<file path="config.mk">
export PLATFORM = sky130hd
export DESIGN_NAME = tod_calendar
export DESIGN_NICKNAME = d
export VERILOG_FILES = /design/src/rtl/tod_pkg.sv /design/src/rtl/tod_divider.sv /design/src/rtl/tod_ctrl.sv /design/src/rtl/tod_chain.sv /design/src/rtl/tod_calendar.sv
export SDC_FILE = /design/constraint.sdc
export NUM_CORES = 1
export LEC_CHECK = 0
export BUFFER_PORTS_ARGS = -buffer_cell sky130_fd_sc_hd__buf_2
export CAP_MARGIN = 40
export CORE_ASPECT_RATIO = 0.8
export CORE_MARGIN = 1
export CORE_UTILIZATION = 55
export DETAILED_ROUTE_END_ITERATION = 7
export GPL_TIMING_DRIVEN = 0
export PLACE_DENSITY = 0.74
export SYNTH_ARGS = -nofsm -noshare
export SYNTH_HDL_FRONTEND = slang
export SYNTH_HIERARCHICAL = 1
export SYNTH_SLANG_ARGS = --single-unit
export TNS_END_PERCENT = 10
</file>
<file path="constraint.sdc">
create_clock -name clk -period 5.75 [get_ports clk]
set_clock_uncertainty 0.1 [all_clocks]
set_input_delay 0.575 -clock clk [delete_from_list [all_inputs] [get_ports clk]]
set_output_delay 0.575 -clock clk [all_outputs]
set_load 0.03 [all_outputs]
</file>
<file path="src/rtl/tod_pkg.sv">
`timescale 1ns/1ps
package tod_pkg;
  localparam int ADDR_W = 4;
  localparam int NTIME  = 8;

  localparam int F_SEC  = 0;
  localparam int F_MIN  = 1;
  localparam int F_HOUR = 2;
  localparam int F_DOW  = 3;
  localparam int F_DOM  = 4;
  localparam int F_MON  = 5;
  localparam int F_YEAR = 6;
  localparam int F_CENT = 7;

  localparam logic [ADDR_W-1:0] AD_CTLA = 4'd8;
  localparam logic [ADDR_W-1:0] AD_CTLB = 4'd9;

  localparam int B_FREEZE = 7;
  localparam int B_UIE    = 4;
  localparam int B_BIN    = 2;
  localparam int B_H24    = 1;

  localparam logic [6:0] CTLA_RST = 7'h26;
  localparam logic [7:0] CTLB_RST = 8'h02;

  // encode a small integer in the selected number format
  function automatic logic [7:0] enc(input int n, input logic bin);
    if (bin) return 8'(n);
    return {4'(n / 10), 4'(n % 10)};
  endfunction

  // increment in place in the selected format
  function automatic logic [7:0] step(input logic [7:0] v, input logic bin);
    if (bin) return v + 8'd1;
    if (v[3:0] >= 4'd9) return {v[7:4] + 4'd1, 4'd0};
    return v + 8'd1;
  endfunction

  function automatic logic [6:0] dec(input logic [7:0] v, input logic bin);
    if (bin) return v[6:0];
    return 7'(v[7:4]) * 7'd10 + 7'(v[3:0]);
  endfunction

  function automatic logic is_leap(input logic [7:0] y, input logic bin);
    if (bin) return (y[1:0] == 2'b00);
    if (!y[4]) return (y[3:0] == 4'd0) || (y[3:0] == 4'd4) || (y[3:0] == 4'd8);
    return (y[3:0] == 4'd2) || (y[3:0] == 4'd6);
  endfunction

  function automatic int month_len(input logic [6:0] m, input logic leap);
    case (m)
      7'd2:                      return leap ? 29 : 28;
      7'd4, 7'd6, 7'd9, 7'd11:   return 30;
      default:                   return 31;
    endcase
  endfunction
endpackage

</file>
<file path="src/rtl/tod_divider.sv">
`timescale 1ns/1ps
module tod_divider #(
  parameter int TICKS = 32768,
  parameter int UIP_N = 8,
  localparam int PW = $clog2(TICKS)
) (
  input  logic          clk,
  input  logic          rst,
  input  logic          tick_en,
  input  logic [2:0]    div_code,
  input  logic          freeze,
  output logic          upd_go,
  output logic          uip,
  output logic          div_rst,
  output logic [PW-1:0] phase
);
  localparam logic [PW-1:0] LAST      = PW'(TICKS - 1);
  localparam logic [PW-1:0] HALF      = PW'(TICKS / 2);
  localparam logic [PW-1:0] UIP_START = PW'(TICKS - UIP_N);

  logic div_run;
  logic wrap;

  assign div_rst = (div_code[2:1] == 2'b11);
  assign div_run = (div_code <= 3'd2);
  assign wrap    = tick_en && div_run && (phase == LAST);
  assign upd_go  = wrap && !freeze;
  assign uip     = div_run && !freeze && (phase >= UIP_START);

  always_ff @(posedge clk) begin
    if (rst)                      phase <= '0;
    else if (div_rst)             phase <= HALF;
    else if (tick_en && div_run)  phase <= wrap ? '0 : phase + 1'b1;
  end
endmodule

</file>
<file path="src/rtl/tod_ctrl.sv">
`timescale 1ns/1ps
module tod_ctrl
  import tod_pkg::*;
(
  input  logic       clk,
  input  logic       rst,
  input  logic       wr_a,
  input  logic       wr_b,
  input  logic [7:0] wr_data,
  output logic [6:0] ctl_a,
  output logic [7:0] ctl_b
);
  logic [7:0] b_in;

  always_comb begin
    b_in = wr_data;
    if (wr_data[B_FREEZE]) b_in[B_UIE] = 1'b0;
  end

  always_ff @(posedge clk) begin
    if (rst) begin
      ctl_a <= CTLA_RST;
      ctl_b <= CTLB_RST;
    end else begin
      if (wr_a) ctl_a <= wr_data[6:0];
      if (wr_b) ctl_b <= b_in;
    end
  end
endmodule

</file>
<file path="src/rtl/tod_chain.sv">
`timescale 1ns/1ps
module tod_chain
  import tod_pkg::*;
(
  input  logic                  clk,
  input  logic                  rst,
  input  logic                  upd_go,
  input  logic                  bin,
  input  logic                  h24,
  input  logic                  wr_time,
  input  logic [2:0]            wr_sel,
  input  logic [7:0]            wr_data,
  output logic [NTIME-1:0][7:0] t_q,
  output logic                  upd_strobe
);
  logic [7:0] last_v [NTIME];
  logic [7:0] lo_v   [NTIME];
  logic [7:0] nx_v   [NTIME];
  logic [NTIME-1:0] at_last;
  logic [NTIME-1:0] adv;
  logic [7:0] hr_low, hr_step, e1, e12, hour_nx;
  logic       hour_wrap;
  logic       pm;

  // per-field limits
  always_comb begin
    last_v[F_SEC]  = enc(59, bin);  lo_v[F_SEC]  = enc(0, bin);
    last_v[F_MIN]  = enc(59, bin);  lo_v[F_MIN]  = enc(0, bin);
    last_v[F_HOUR] = enc(23, bin);  lo_v[F_HOUR] = enc(0, bin);
    last_v[F_DOW]  = enc(7, bin);   lo_v[F_DOW]  = enc(1, bin);
    last_v[F_DOM]  = enc(month_len(dec(t_q[F_MON], bin),
                                   is_leap(t_q[F_YEAR], bin)), bin);
    lo_v[F_DOM]    = enc(1, bin);
    last_v[F_MON]  = enc(12, bin);  lo_v[F_MON]  = enc(1, bin);
    last_v[F_YEAR] = enc(99, bin);  lo_v[F_YEAR] = enc(0, bin);
    last_v[F_CENT] = enc(99, bin);  lo_v[F_CENT] = enc(0, bin);
  end

  // hour handling for both formats
  always_comb begin
    pm      = t_q[F_HOUR][7];
    hr_low  = {1'b0, t_q[F_HOUR][6:0]};
    hr_step = step(hr_low, bin);
    e1      = enc(1, bin);
    e12     = enc(12, bin);
    if (h24) begin
      hour_wrap = (t_q[F_HOUR] == last_v[F_HOUR]);
      hour_nx   = hour_wrap ? lo_v[F_HOUR] : step(t_q[F_HOUR], bin);
    end else if (hr_low == e12) begin
      hour_wrap = 1'b0;
      hour_nx   = {pm, e1[6:0]};
    end else if (hr_low == enc(11, bin)) begin
      hour_wrap = pm;
      hour_nx   = {~pm, e12[6:0]};
    end else begin
      hour_wrap = 1'b0;
      hour_nx   = {pm, hr_step[6:0]};
    end
  end

  genvar g;
  generate
    for (g = 0; g < NTIME; g++) begin : g_field
      if (g == F_HOUR) begin : g_hr
        assign at_last[g] = hour_wrap;
        assign nx_v[g]    = hour_nx;
      end else begin : g_std
        assign at_last[g] = (t_q[g] == last_v[g]);
        assign nx_v[g]    = at_last[g] ? lo_v[g] : step(t_q[g], bin);
      end
    end
  endgenerate

  // carry chain
  always_comb begin
    adv[F_SEC]  = 1'b1;
    adv[F_MIN]  = at_last[F_SEC];
    adv[F_HOUR] = adv[F_MIN] & at_last[F_MIN];
    adv[F_DOW]  = adv[F_HOUR] & at_last[F_HOUR];
    adv[F_DOM]  = adv[F_HOUR] & at_last[F_HOUR];
    adv[F_MON]  = adv[F_DOM] & at_last[F_DOM];
    adv[F_YEAR] = adv[F_MON] & at_last[F_MON];
    adv[F_CENT] = adv[F_YEAR] & at_last[F_YEAR];
  end

  always_ff @(posedge clk) begin
    if (rst) begin
      t_q[F_SEC]  <= 8'h00;
      t_q[F_MIN]  <= 8'h00;
      t_q[F_HOUR] <= 8'h00;
      t_q[F_DOW]  <= 8'h01;
      t_q[F_DOM]  <= 8'h01;
      t_q[F_MON]  <= 8'h01;
      t_q[F_YEAR] <= 8'h00;
      t_q[F_CENT] <= 8'h20;
      upd_strobe  <= 1'b0;
    end else begin
      upd_strobe <= upd_go;
      for (int i = 0; i < NTIME; i++) begin
        if (wr_time && (wr_sel == 3'(i))) t_q[i] <= wr_data;
        else if (upd_go && adv[i])        t_q[i] <= nx_v[i];
      end
    end
  end
endmodule

</file>
<file path="src/rtl/tod_calendar.sv">
`timescale 1ns/1ps
module tod_calendar
  import tod_pkg::*;
#(
  parameter int TICKS_PER_SEC = 32768,
  parameter int UIP_TICKS     = 8,
  localparam int PW = $clog2(TICKS_PER_SEC)
) (
  input  logic              clk,
  input  logic              rst,
  input  logic              tick_en,
  input  logic              wr_en,
  input  logic [ADDR_W-1:0] wr_addr,
  input  logic [7:0]        wr_data,
  input  logic [ADDR_W-1:0] rd_addr,
  output logic [7:0]        rd_data,
  output logic              upd_strobe
);
  logic [6:0]            ctl_a;
  logic [7:0]            ctl_b;
  logic [NTIME-1:0][7:0] t_q;
  logic                  upd_go, uip, div_rst, freeze;
  logic [PW-1:0]         phase;
  logic                  wr_time;

  assign freeze  = ctl_b[B_FREEZE];
  assign wr_time = wr_en && (wr_addr < ADDR_W'(NTIME));

  tod_ctrl u_ctrl (
    .clk(clk), .rst(rst),
    .wr_a(wr_en && (wr_addr == AD_CTLA)),
    .wr_b(wr_en && (wr_addr == AD_CTLB)),
    .wr_data(wr_data), .ctl_a(ctl_a), .ctl_b(ctl_b)
  );

  tod_divider #(.TICKS(TICKS_PER_SEC), .UIP_N(UIP_TICKS)) u_div (
    .clk(clk), .rst(rst), .tick_en(tick_en), .div_code(ctl_a[6:4]),
    .freeze(freeze), .upd_go(upd_go), .uip(uip), .div_rst(div_rst),
    .phase(phase)
  );

  tod_chain u_chain (
    .clk(clk), .rst(rst), .upd_go(upd_go),
    .bin(ctl_b[B_BIN]), .h24(ctl_b[B_H24]),
    .wr_time(wr_time), .wr_sel(wr_addr[2:0]), .wr_data(wr_data),
    .t_q(t_q), .upd_strobe(upd_strobe)
  );

  always_ff @(posedge clk) begin
    if (rst) rd_data <= 8'h00;
    else if (rd_addr < ADDR_W'(NTIME)) rd_data <= t_q[rd_addr[2:0]];
    else if (rd_addr == AD_CTLA)       rd_data <= {uip, ctl_a};
    else if (rd_addr == AD_CTLB)       rd_data <= ctl_b;
    else                               rd_data <= 8'h00;
  end
endmodule

</file>
==> results.txt <==
Final ANT Viol Nets: 0
Busiest grt layer: met1
Synth Register Bits: 103
Max cap viols: 0
Yosys top cell by area: dfxtp_1
Crit-path cells: ha_1 > ha_1 > inv_1 > fa_1 > inv_1 > xnor2_1 > nor4b_1 > o22ai_1 > nor4_1 > o221ai_2 > or4_1 > a311oi_1
Top cells by area, synth: dfxtp_1, ha_1, nor2_1
DR vias: 8228
Hold_buf cts: 0
Worst-Margin Slew: 0.950 ns
Buffers and inverters on the worst path: 2
Die footprint: 15100 µm²
Critical path's largest stage delay: 0.77 ns
F_max: 0.222 GHz
Port buffer count: 26
RD Place Congestion: 0.929
Syn_nets: 1045
Core area: 14200 µm²
Worst-path fanout max: 10
Die H: 110 µm
Worst EP arrival: 4.66 ns
Row count: 39
CTS tree: yes
Pin count of the biggest net entering global routing: 21
Unrepaired setup endpoints after global routing: false
CP delay by family, top: simple AND/OR/NAND/NOR gates
Setup TNS: 0 ns
Max-slew headroom: 36.7%
Asr flop ratio synth: 0%
Area grow syn2layout: 8.74%
Initial antenna violation count: 0
Post-synthesis sequential area ratio: 25.7%
Drt total wl: 25.6 mm
DRC violations left: 0
Initial Util: 56.2%
Global-route met1 utilization: 50.1%
Setup violations, final: 0
Gr ovfl total: 0
Most used DFF post-synth: dfxtp_1
Status: finished, final reports clean
Post-cts resize count: 0
Final net count: 1084
Pre-antenna DRT Iters: 6
CP endpoint kind: flip-flop
Share of cells above drive strength 1: 11.4%
Class of the worst hold path: primary input to flip-flop
Slew Viols, Final: 0
Syn avg cell area: 8.17 µm²
Leakage: 3.19 nW
Cell area after layout: 8710 µm²
EDFF count, synth: 0
Cell at the slowest stage of the critical path: nor4_1
CTS max path bufs: 2
Initial DRC count: 1158
Total Power: 1.64 mW
Chip width: 137 µm
Worst skew pair latency: 0.36 ns
Ys Warns: 6
Synth cell count leaders: nor2_1, dfxtp_1, nand2_1
Fillers: 1286
Worst Setup Path Type: flip-flop to flip-flop
Top-area cell type share of the netlist area: 25.7%
Vias in the first global route: 7040
Crit start category: flip-flop
Root buf cell: clkbuf_16
Worst EP required: 5.91 ns
Worst-path clk slew: 0.08 ns
Peak supply drop: 0.000159 V
First-pass GRT wire length: 39.1 mm
Minimum clock period: 4.49 ns
Most common cell in the netlist: nor2_1
Cts bufs inserted: 9
Post-Syn Instances: 981
Pwr per Cell Area: 188 nW/µm²
Final hold vios: 0
Placed inst area: 8380 µm²
Io pins: 29
Hpwl dp: 18.1 mm
Met3 Track Usage GR: 7.61%
M2 GR Usage: 47.2%
Post-CTS setup buffers: 0
Mapped Area: 8010 µm²
Wire per inst: 21.1 µm
Clock Sinks: 103
Period utilization: 78.2%
Netlist cell types: 88
Via density: 6.80
CTS H-tree lvls: 3
GRT Total Usage: 34.4%
[per-stage QoR]
| stage | instances | utilization (%) | worst slack [ns] | hold WS, ns |
|---|---|---|---|---|
| after detailed placement | 1193 | 58.8 | 1.41 | 0.368 |
| after global routing | 1209 | 61.1 | 0.921 | 0.368 |
| after CTS | 1209 | 61.1 | 1.41 | 0.347 |
| final | 1210 | 61.2 | 1.26 | 0.352 |
| after floorplan | 981 | - | 2.09 | 0.336 |
| after global placement | 1191 | 58.8 | 1.48 | 0.350 |
[cells by family (layout without fill, tap and decap cells)]
| group | after synthesis | after routing | synth area share (%) |
|---|---|---|---|
| simple gates | 400 | 400 | 27.3 |
| mux | 50 | 50 | 8.42 |
| xor+xnor | 19 | 19 | 2.08 |
| flops | 103 | 103 | 25.7 |
| buf+inv | 101 | 145 | 5.53 |
| other cells | 0 | 1 | 0 |
| fa+ha+maj | 44 | 44 | 7.06 |
| compound gates | 264 | 264 | 23.9 |
[cell usage in the layout, fill, tap and decap left out, types with 10 or more instances in the layout]
cell      instances
nand2b_1         11
or3_1            10
ha_1             42
mux2i_1          19
nor3b_1          11
a311oi_1         14
nor4_1           13
a21oi_1          53
xor2_1           11
nor3_1           37
nand2_1          64
and3_1           11
inv_1            42
clkbuf_1         41
o21ai_0          40
dfxtp_1         103
nor2_1          107
buf_2            33
mux2_2           22
nor2b_1          12
nand4b_1         12
a211oi_1         23
nand3_1          38
a31oi_1          20
[power by group]
group / switching, mW / internal [mW]
Clock: 0.323 / 0.353
Sequential: 0.0354 / 0.732
Combinational: 0.129 / 0.0684
Total: 0.487 / 1.15
[path summary, 6_finish.rpt]
check,slack (ns),to,start,cells past startpoint
setup / recovery,1.26,u_chain/t_q[47],u_chain/t_q[45],12
hold reg to reg,0.41,u_ctrl/ctl_b[4],u_ctrl/ctl_b[4],2
hold / removal,0.35,u_ctrl/ctl_b[1],wr_data[1],2
setup reg to reg,1.26,u_chain/t_q[47],u_chain/t_q[45],12
[flip-flops by register name, summed over array words and instances (netlist names)]
register,cells
u_ctrl/ctl_a,7
u_chain/upd_strobe,1
u_div/phase,15
u_chain/t_q,64
u_ctrl/ctl_b,8
rd_data,8
[metal layers]
metal  up-vias  wire, µm
met2       500     10400
met3        72      2960
met1      3849     11200
met4         0      1040
met5         -         0
li1       3807         -
[final cells by class]
cell class / instances / area [µm²] / share of cell area, %
flip-flops and latches: 103 / 2060 / 23.7
inverters: 42 / 158 / 1.81
diodes: 1 / 2.50 / 0.0287
multi-input cells: 777 / 5510 / 63.2
plain buffers: 59 / 285 / 3.27
repair buffers: 28 / 140 / 1.61
clock buffers: 9 / 225 / 2.58
well taps: 184 / 230 / 2.64
clock inverters: 7 / 103 / 1.18
No activity file was read; power rests on OpenSTA's default activity.
